[src/rtl/irq_unit_pkg.sv]
package irq_unit_pkg;
   // decoded kind of a register write
   typedef enum logic [1:0] {
      ACC_NONE  = 2'd0,
      ACC_RAISE = 2'd1,
      ACC_ACK   = 2'd2
   } acc_kind_e;
endpackage

[src/rtl/irq_acc_decode.sv]
module irq_acc_decode
   import irq_unit_pkg::*;
#(
   parameter int unsigned ADDR_W    = 8,
   parameter int unsigned RAISE_OFS = 'h60,
   parameter int unsigned ACK_OFS   = 'h64
) (
   input  logic              wr_en,
   input  logic [ADDR_W-1:0] wr_addr,
   output acc_kind_e         kind
);
   localparam logic [ADDR_W-1:0] RAISE_A = ADDR_W'(RAISE_OFS);
   localparam logic [ADDR_W-1:0] ACK_A   = ADDR_W'(ACK_OFS);

   always_comb begin
      kind = ACC_NONE;
      if (wr_en) begin
         if (wr_addr == RAISE_A)    kind = ACC_RAISE;
         else if (wr_addr == ACK_A) kind = ACC_ACK;
      end
   end
endmodule

[src/rtl/irq_hw_map.sv]
module irq_hw_map #(
   parameter int unsigned DATA_W   = 32,
   parameter int unsigned HW_SRC_N = 2,
   parameter int unsigned HW_POS [HW_SRC_N] = '{0, 8}
) (
   input  logic [HW_SRC_N-1:0] hw_req,
   output logic [DATA_W-1:0]   hw_vec
);
   logic [DATA_W-1:0] part [HW_SRC_N];

   for (genvar i = 0; i < HW_SRC_N; i++) begin : g_src
      if (HW_POS[i] >= DATA_W) begin : g_bad
         $error("hardware source bit position outside status width");
      end
      assign part[i] = hw_req[i] ? (DATA_W'(1) << HW_POS[i]) : '0;
   end

   always_comb begin
      hw_vec = '0;
      for (int k = 0; k < HW_SRC_N; k++) hw_vec |= part[k];
   end
endmodule

[src/rtl/irq_status_reg.sv]
module irq_status_reg #(
   parameter int unsigned DATA_W = 32
) (
   input  logic              clk,
   input  logic              rst_n,
   input  logic [DATA_W-1:0] set_vec,
   input  logic [DATA_W-1:0] clr_vec,
   output logic [DATA_W-1:0] status,
   output logic              adds_new
);
   // set wins over clear for the bits it names
   always_ff @(posedge clk or negedge rst_n) begin
      if (!rst_n) status <= '0;
      else        status <= (status & ~clr_vec) | set_vec;
   end

   assign adds_new = |(set_vec & ~status);
endmodule

[src/rtl/irq_notify.sv]
module irq_notify #(
   parameter int unsigned DATA_W = 32
) (
   input  logic              clk,
   input  logic              rst_n,
   input  logic              msi_mode,
   input  logic [DATA_W-1:0] status,
   input  logic              adds_new,
   output logic              irq_line,
   output logic              msi_pulse
);
   always_ff @(posedge clk or negedge rst_n) begin
      if (!rst_n) msi_pulse <= 1'b0;
      else        msi_pulse <= msi_mode && adds_new;
   end

   assign irq_line = !msi_mode && (|status);
endmodule

[src/rtl/irq_status_unit.sv]
module irq_status_unit
   import irq_unit_pkg::*;
#(
   parameter int unsigned DATA_W     = 32,
   parameter int unsigned ADDR_W     = 8,
   parameter int unsigned STATUS_OFS = 'h24,
   parameter int unsigned RAISE_OFS  = 'h60,
   parameter int unsigned ACK_OFS    = 'h64,
   parameter int unsigned HW_SRC_N   = 2,
   parameter int unsigned HW_POS [HW_SRC_N] = '{0, 8}
) (
   input  logic                clk,
   input  logic                rst_n,
   input  logic                msi_mode,
   input  logic                wr_en,
   input  logic [ADDR_W-1:0]   wr_addr,
   input  logic [DATA_W-1:0]   wr_data,
   input  logic [ADDR_W-1:0]   rd_addr,
   output logic [DATA_W-1:0]   rd_data,
   input  logic [HW_SRC_N-1:0] hw_req,
   output logic                irq_line,
   output logic                msi_pulse
);
   localparam logic [ADDR_W-1:0] STATUS_A = ADDR_W'(STATUS_OFS);

   if (STATUS_OFS >= (1 << ADDR_W) || RAISE_OFS >= (1 << ADDR_W) ||
       ACK_OFS >= (1 << ADDR_W)) begin : g_ofs_bad
      $error("register offset does not fit the address width");
   end
   if (RAISE_OFS == ACK_OFS || STATUS_OFS == RAISE_OFS ||
       STATUS_OFS == ACK_OFS) begin : g_ofs_clash
      $error("register offsets must be distinct");
   end

   acc_kind_e         kind;
   logic [DATA_W-1:0] hw_vec;
   logic [DATA_W-1:0] set_vec;
   logic [DATA_W-1:0] clr_vec;
   logic [DATA_W-1:0] status_q;
   logic              adds_new;

   irq_acc_decode #(
      .ADDR_W(ADDR_W), .RAISE_OFS(RAISE_OFS), .ACK_OFS(ACK_OFS)
   ) dec_i (
      .wr_en(wr_en), .wr_addr(wr_addr), .kind(kind)
   );

   irq_hw_map #(
      .DATA_W(DATA_W), .HW_SRC_N(HW_SRC_N), .HW_POS(HW_POS)
   ) map_i (
      .hw_req(hw_req), .hw_vec(hw_vec)
   );

   assign set_vec = hw_vec | ((kind == ACC_RAISE) ? wr_data : '0);
   assign clr_vec = (kind == ACC_ACK) ? wr_data : '0;

   irq_status_reg #(.DATA_W(DATA_W)) st_i (
      .clk(clk), .rst_n(rst_n), .set_vec(set_vec), .clr_vec(clr_vec),
      .status(status_q), .adds_new(adds_new)
   );

   irq_notify #(.DATA_W(DATA_W)) ntf_i (
      .clk(clk), .rst_n(rst_n), .msi_mode(msi_mode), .status(status_q),
      .adds_new(adds_new), .irq_line(irq_line), .msi_pulse(msi_pulse)
   );

   // write-only and unmapped offsets read as zero
   assign rd_data = (rd_addr == STATUS_A) ? status_q : '0;
endmodule

[config.mk]
export PLATFORM = sky130hd
export DESIGN_NAME = irq_status_unit
export DESIGN_NICKNAME = d
export VERILOG_FILES = /design/src/rtl/irq_unit_pkg.sv /design/src/rtl/irq_acc_decode.sv /design/src/rtl/irq_hw_map.sv /design/src/rtl/irq_status_reg.sv /design/src/rtl/irq_notify.sv /design/src/rtl/irq_status_unit.sv
export SDC_FILE = /design/constraint.sdc
export NUM_CORES = 1
export LEC_CHECK = 0
export BUFFER_PORTS_ARGS = -buffer_cell sky130_fd_sc_hd__buf_2
export CAP_MARGIN = 15
export CORE_AREA = 5 5 84 86
export DETAILED_ROUTE_END_ITERATION = 12
export DIE_AREA = 0 0 89 91
export GPL_TIMING_DRIVEN = 0
export PLACE_DENSITY = 0.79
export SYNTH_ARGS = -nofsm -noshare
export SYNTH_HDL_FRONTEND = slang
export SYNTH_HIERARCHICAL = 1
export SYNTH_SLANG_ARGS = --single-unit
[constraint.sdc]
create_clock -name clk -period 2.2 [get_ports clk]
set_input_delay 0.44 -clock clk [delete_from_list [all_inputs] [get_ports clk]]
set_output_delay 0.44 -clock clk [all_outputs]
set_load 0.02 [all_outputs]
==> flow_metrics.env <==
export IMPL_synthesis_yosys_warnings=6
export IMPL_grt_overflow_total=0
export IMPL_fp_dieW_microns=89
export IMPL_leading_cell_types_by_total_area_after_synthesis="dfrtp_1, inv_1, nor3_2, a21o_1, buf_4"
export IMPL_synth_seq_area_share_pct=30.54
export IMPL_postSynthCellCount=347
export IMPL_report_final_setup_viol=1
export IMPL_cts_tree="built"
export IMPL_slew_headroom_pct=48.17
export IMPL_synth_seq_cells=33
export IMPL_netlist_area_sq_um=2704
export IMPL_leading_cell_types_in_the_layout_fill_and_taps_excluded="inv_1, buf_2, buf_4"
export IMPL_numPlacedInstances=538
export IMPL_power_per_cell_area_nw_per_um2=352.1
export IMPL_vias_per_cell=4.722
export IMPL_initial_utilization_pct=43.58
export IMPL_syn_area_per_cell_sq_um=7.792
export IMPL_final_fill_count=541
export IMPL_critical_path_max_stage_delay_ns=0.55
export IMPL_critical_path_startpoint_type="input pin"
export IMPL_worst_endpoint_arrival_ns=2.51
export IMPL_fp_dieArea_sq_um=8099
export IMPL_routed_wire_length_per_instance_microns=14.38
export IMPL_final_common_cell="inv_1"
export IMPL_global_route_usage_total_pct=19.51
export IMPL_worst_setup_hold_path_clk_slew_ns=0.08
export IMPL_run_status="finished with violations"
export IMPL_worst_hold_path_type="in2async"
export IMPL_clock_root_buffer="clkbuf_8"
export IMPL_timing_max_transition_violations_final=0
export IMPL_crit_required_ns=2.38
export IMPL_floorplan_core_area_sq_um=6205
export IMPL_worst_setup_path_type="in2reg"
export IMPL_cellLeakagePower_uw=0.002375
export IMPL_final_hold_violation_count=0
export IMPL_grt_max_degree=34
export IMPL_ant_nets=0
export IMPL_final_period_minus_worst_setup_slack_ns=2.329
export IMPL_finalNetCount=523
export IMPL_grt_antenna_before_repair=0
export IMPL_cts_made_buffers=5
export IMPL_holdBufCountCts=0
export IMPL_family_of_cells_with_the_greatest_summed_delay_on_the_critical_path="simple AND/OR/NAND/NOR gates"
export IMPL_rsz0062_at_grt="true"
export IMPL_drc=0
export IMPL_syn2layout_area_growth_pct=33.69
export IMPL_post_route_fraction_of_the_period_consumed_by_the_critical_path_pct=105.9
export IMPL_final_cell_count_no_fill=547
export IMPL_chipHeight_microns=91
export IMPL_critical_path_buf_inv_count=3
export IMPL_fmax_ghz=0.4293
export IMPL_synth_top_cell_area_share_pct=30.54
export IMPL_dr_pass1_iters=4
export IMPL_netlist_top_cell_by_area="dfrtp_1"
export IMPL_cp_slowest_cell="or4b_4"
export IMPL_critPathCaptureType="flip-flop"
export IMPL_setup_slack_ns=-0.1293
export IMPL_power_ir_vdd_worst_mv=0.2637
export IMPL_finClkSkew_ns=0.007908
export IMPL_cts_sinks=33
export IMPL_antenna_cells=0
export IMPL_core_rowCount=29
export IMPL_path_cells="buf_2, or4b_4, nor3_4, nor2b_4, clkbuf_8, a21o_1, inv_1, o22ai_1, nor4_2, nand4_1, and2_4"
export IMPL_io_pins=88
export IMPL_grt_first_pass_wirelength_microns=12220
export IMPL_routed_wirelength_microns=7866
export IMPL_crit_path_max_fanout=6
export IMPL_buffer_ports_inserted=85
export IMPL_final_core_utilization_pct=58.26
export IMPL_failed_checks="negative setup slack"
export IMPL_maximum_number_of_buffers_from_clock_root_to_sink=2
export IMPL_synth_cell_types=20
export IMPL_cts_max_level=2
export IMPL_gp_congestion=0.8402
export IMPL_register_area_sq_um=825.8
export IMPL_detail_route_iter0_violations=123
export IMPL_first_global_vias=2530
export IMPL_drv_max_cap_violation_count=0
export IMPL_tightest_slew_ns=0.7775
export IMPL_drive_gt1_share_pct=37.87
export IMPL_clock_latency_of_the_later_clocked_register_in_the_worst_skew_pair_ns=0.29
export IMPL_hpwlAfterDp_microns=6068
export IMPL_multi_input_combinational_cell_area_sq_um=1390
export IMPL_detailroute_via_count=2583
==> state kept, by name, summed over array words and instances, names as in the netlist <==
register / cells
st_i/status: 32
ntf_i/msi_pulse: 1
==> cells in the mapped netlist, drive strengths merged <==
cell type   n
clkbuf      7
conb        1
nor4       12
or4b        3
a21oi       1
buf        40
a21o       32
nand4bb     1
and4        2
inv        97
o21ai      32
nand4       1
nor2b       2
and2       33
nor3       34
dfrtp      33
o22ai      16
==> path summary, 6_finish.rpt <==
kind,from,end,slack (ns),cells past startpoint
worst min-delay path,rst_n,st_i/status[12],0.23,1
max in group asynchronous,rst_n,st_i/status[7],1.47,1
min in group clk,msi_mode,ntf_i/msi_pulse,0.44,2
worst min register to register,st_i/status[7],st_i/status[7],0.57,2
worst max-delay path,wr_addr[1],ntf_i/msi_pulse,-0.13,11
worst max register to register,st_i/status[5],ntf_i/msi_pulse,0.87,4
==> power by group <==
group	internal [uW]	switching [uW]	total [uW]
registers	607	1.00	608
clock network	220	238	457
logic	107	100	207
==> what timing repair did <==
action	in CTS	in global routing
gates resized for setup	12	33
endpoints found under the hold margin	0	0
setup buffers	1	0
endpoints found under the setup margin	2	40
pin swaps	3	4
cloned	1	0
==> cells by family (layout without fill, tap and decap cells) <==
kind of cell,count (synthesis),after routing,share of synthesized area [%]
buffers and inverters,144,238,25.50
and+or+nand+nor,88,88,25.13
AOI/OAI and AO/OA,81,81,18.69
DFF,33,33,30.54
other,1,30,0.1387
==> routing by layer <==
layer / track usage, % / vias to the layer above / share of wire [%]
li1: - / 1285 / -
met5: 0 / - / 0
met4: 5.335 / 0 / 2.1
met2: 33.04 / 99 / 51
met3: 3.801 / 16 / 7.7
met1: 25.13 / 1183 / 40
==> through the flow <==
| step | hold slack (ns) | setup slack [ns] | area, sq um | setup TNS [ns] | total power [uW] |
|---|---|---|---|---|---|
| after detailed placement | 0.5583 | -0.6005 | 3371 | -4.973 | 815.3 |
| final | 0.2256 | -0.1293 | 3615 | -0.1293 | 1273 |
| after global routing | 0.2825 | -0.2139 | 3615 | -0.2776 | 1323 |
| after CTS | 0.2556 | -0.2052 | 3511 | -0.2052 | 1262 |
| after global placement | 0.5526 | -0.5358 | 3371 | -3.538 | 809.9 |
| after floorplan | 0.1444 | -0.1738 | 2849 | -0.1738 | 734.5 |
==> area by class of cell <==
cell class	instances	share of cell area, %
multi-input cells	199	38.46
flip-flops and latches	33	22.85
repair buffers	87	13.12
plain buffers	46	10.56
inverters	97	10.07
well taps	77	2.665
clock buffers	6	2.008
clock inverters	2	0.2769
==> worst register-to-register path, cell delays in order, from the launching register on <==
cell and delay (ns):
dfrtp_1 0.45, o22ai_2 0.13, nor4_2 0.34, nand4_1 0.14, and2_4 0.17
Power figures use the tool's default switching activity.
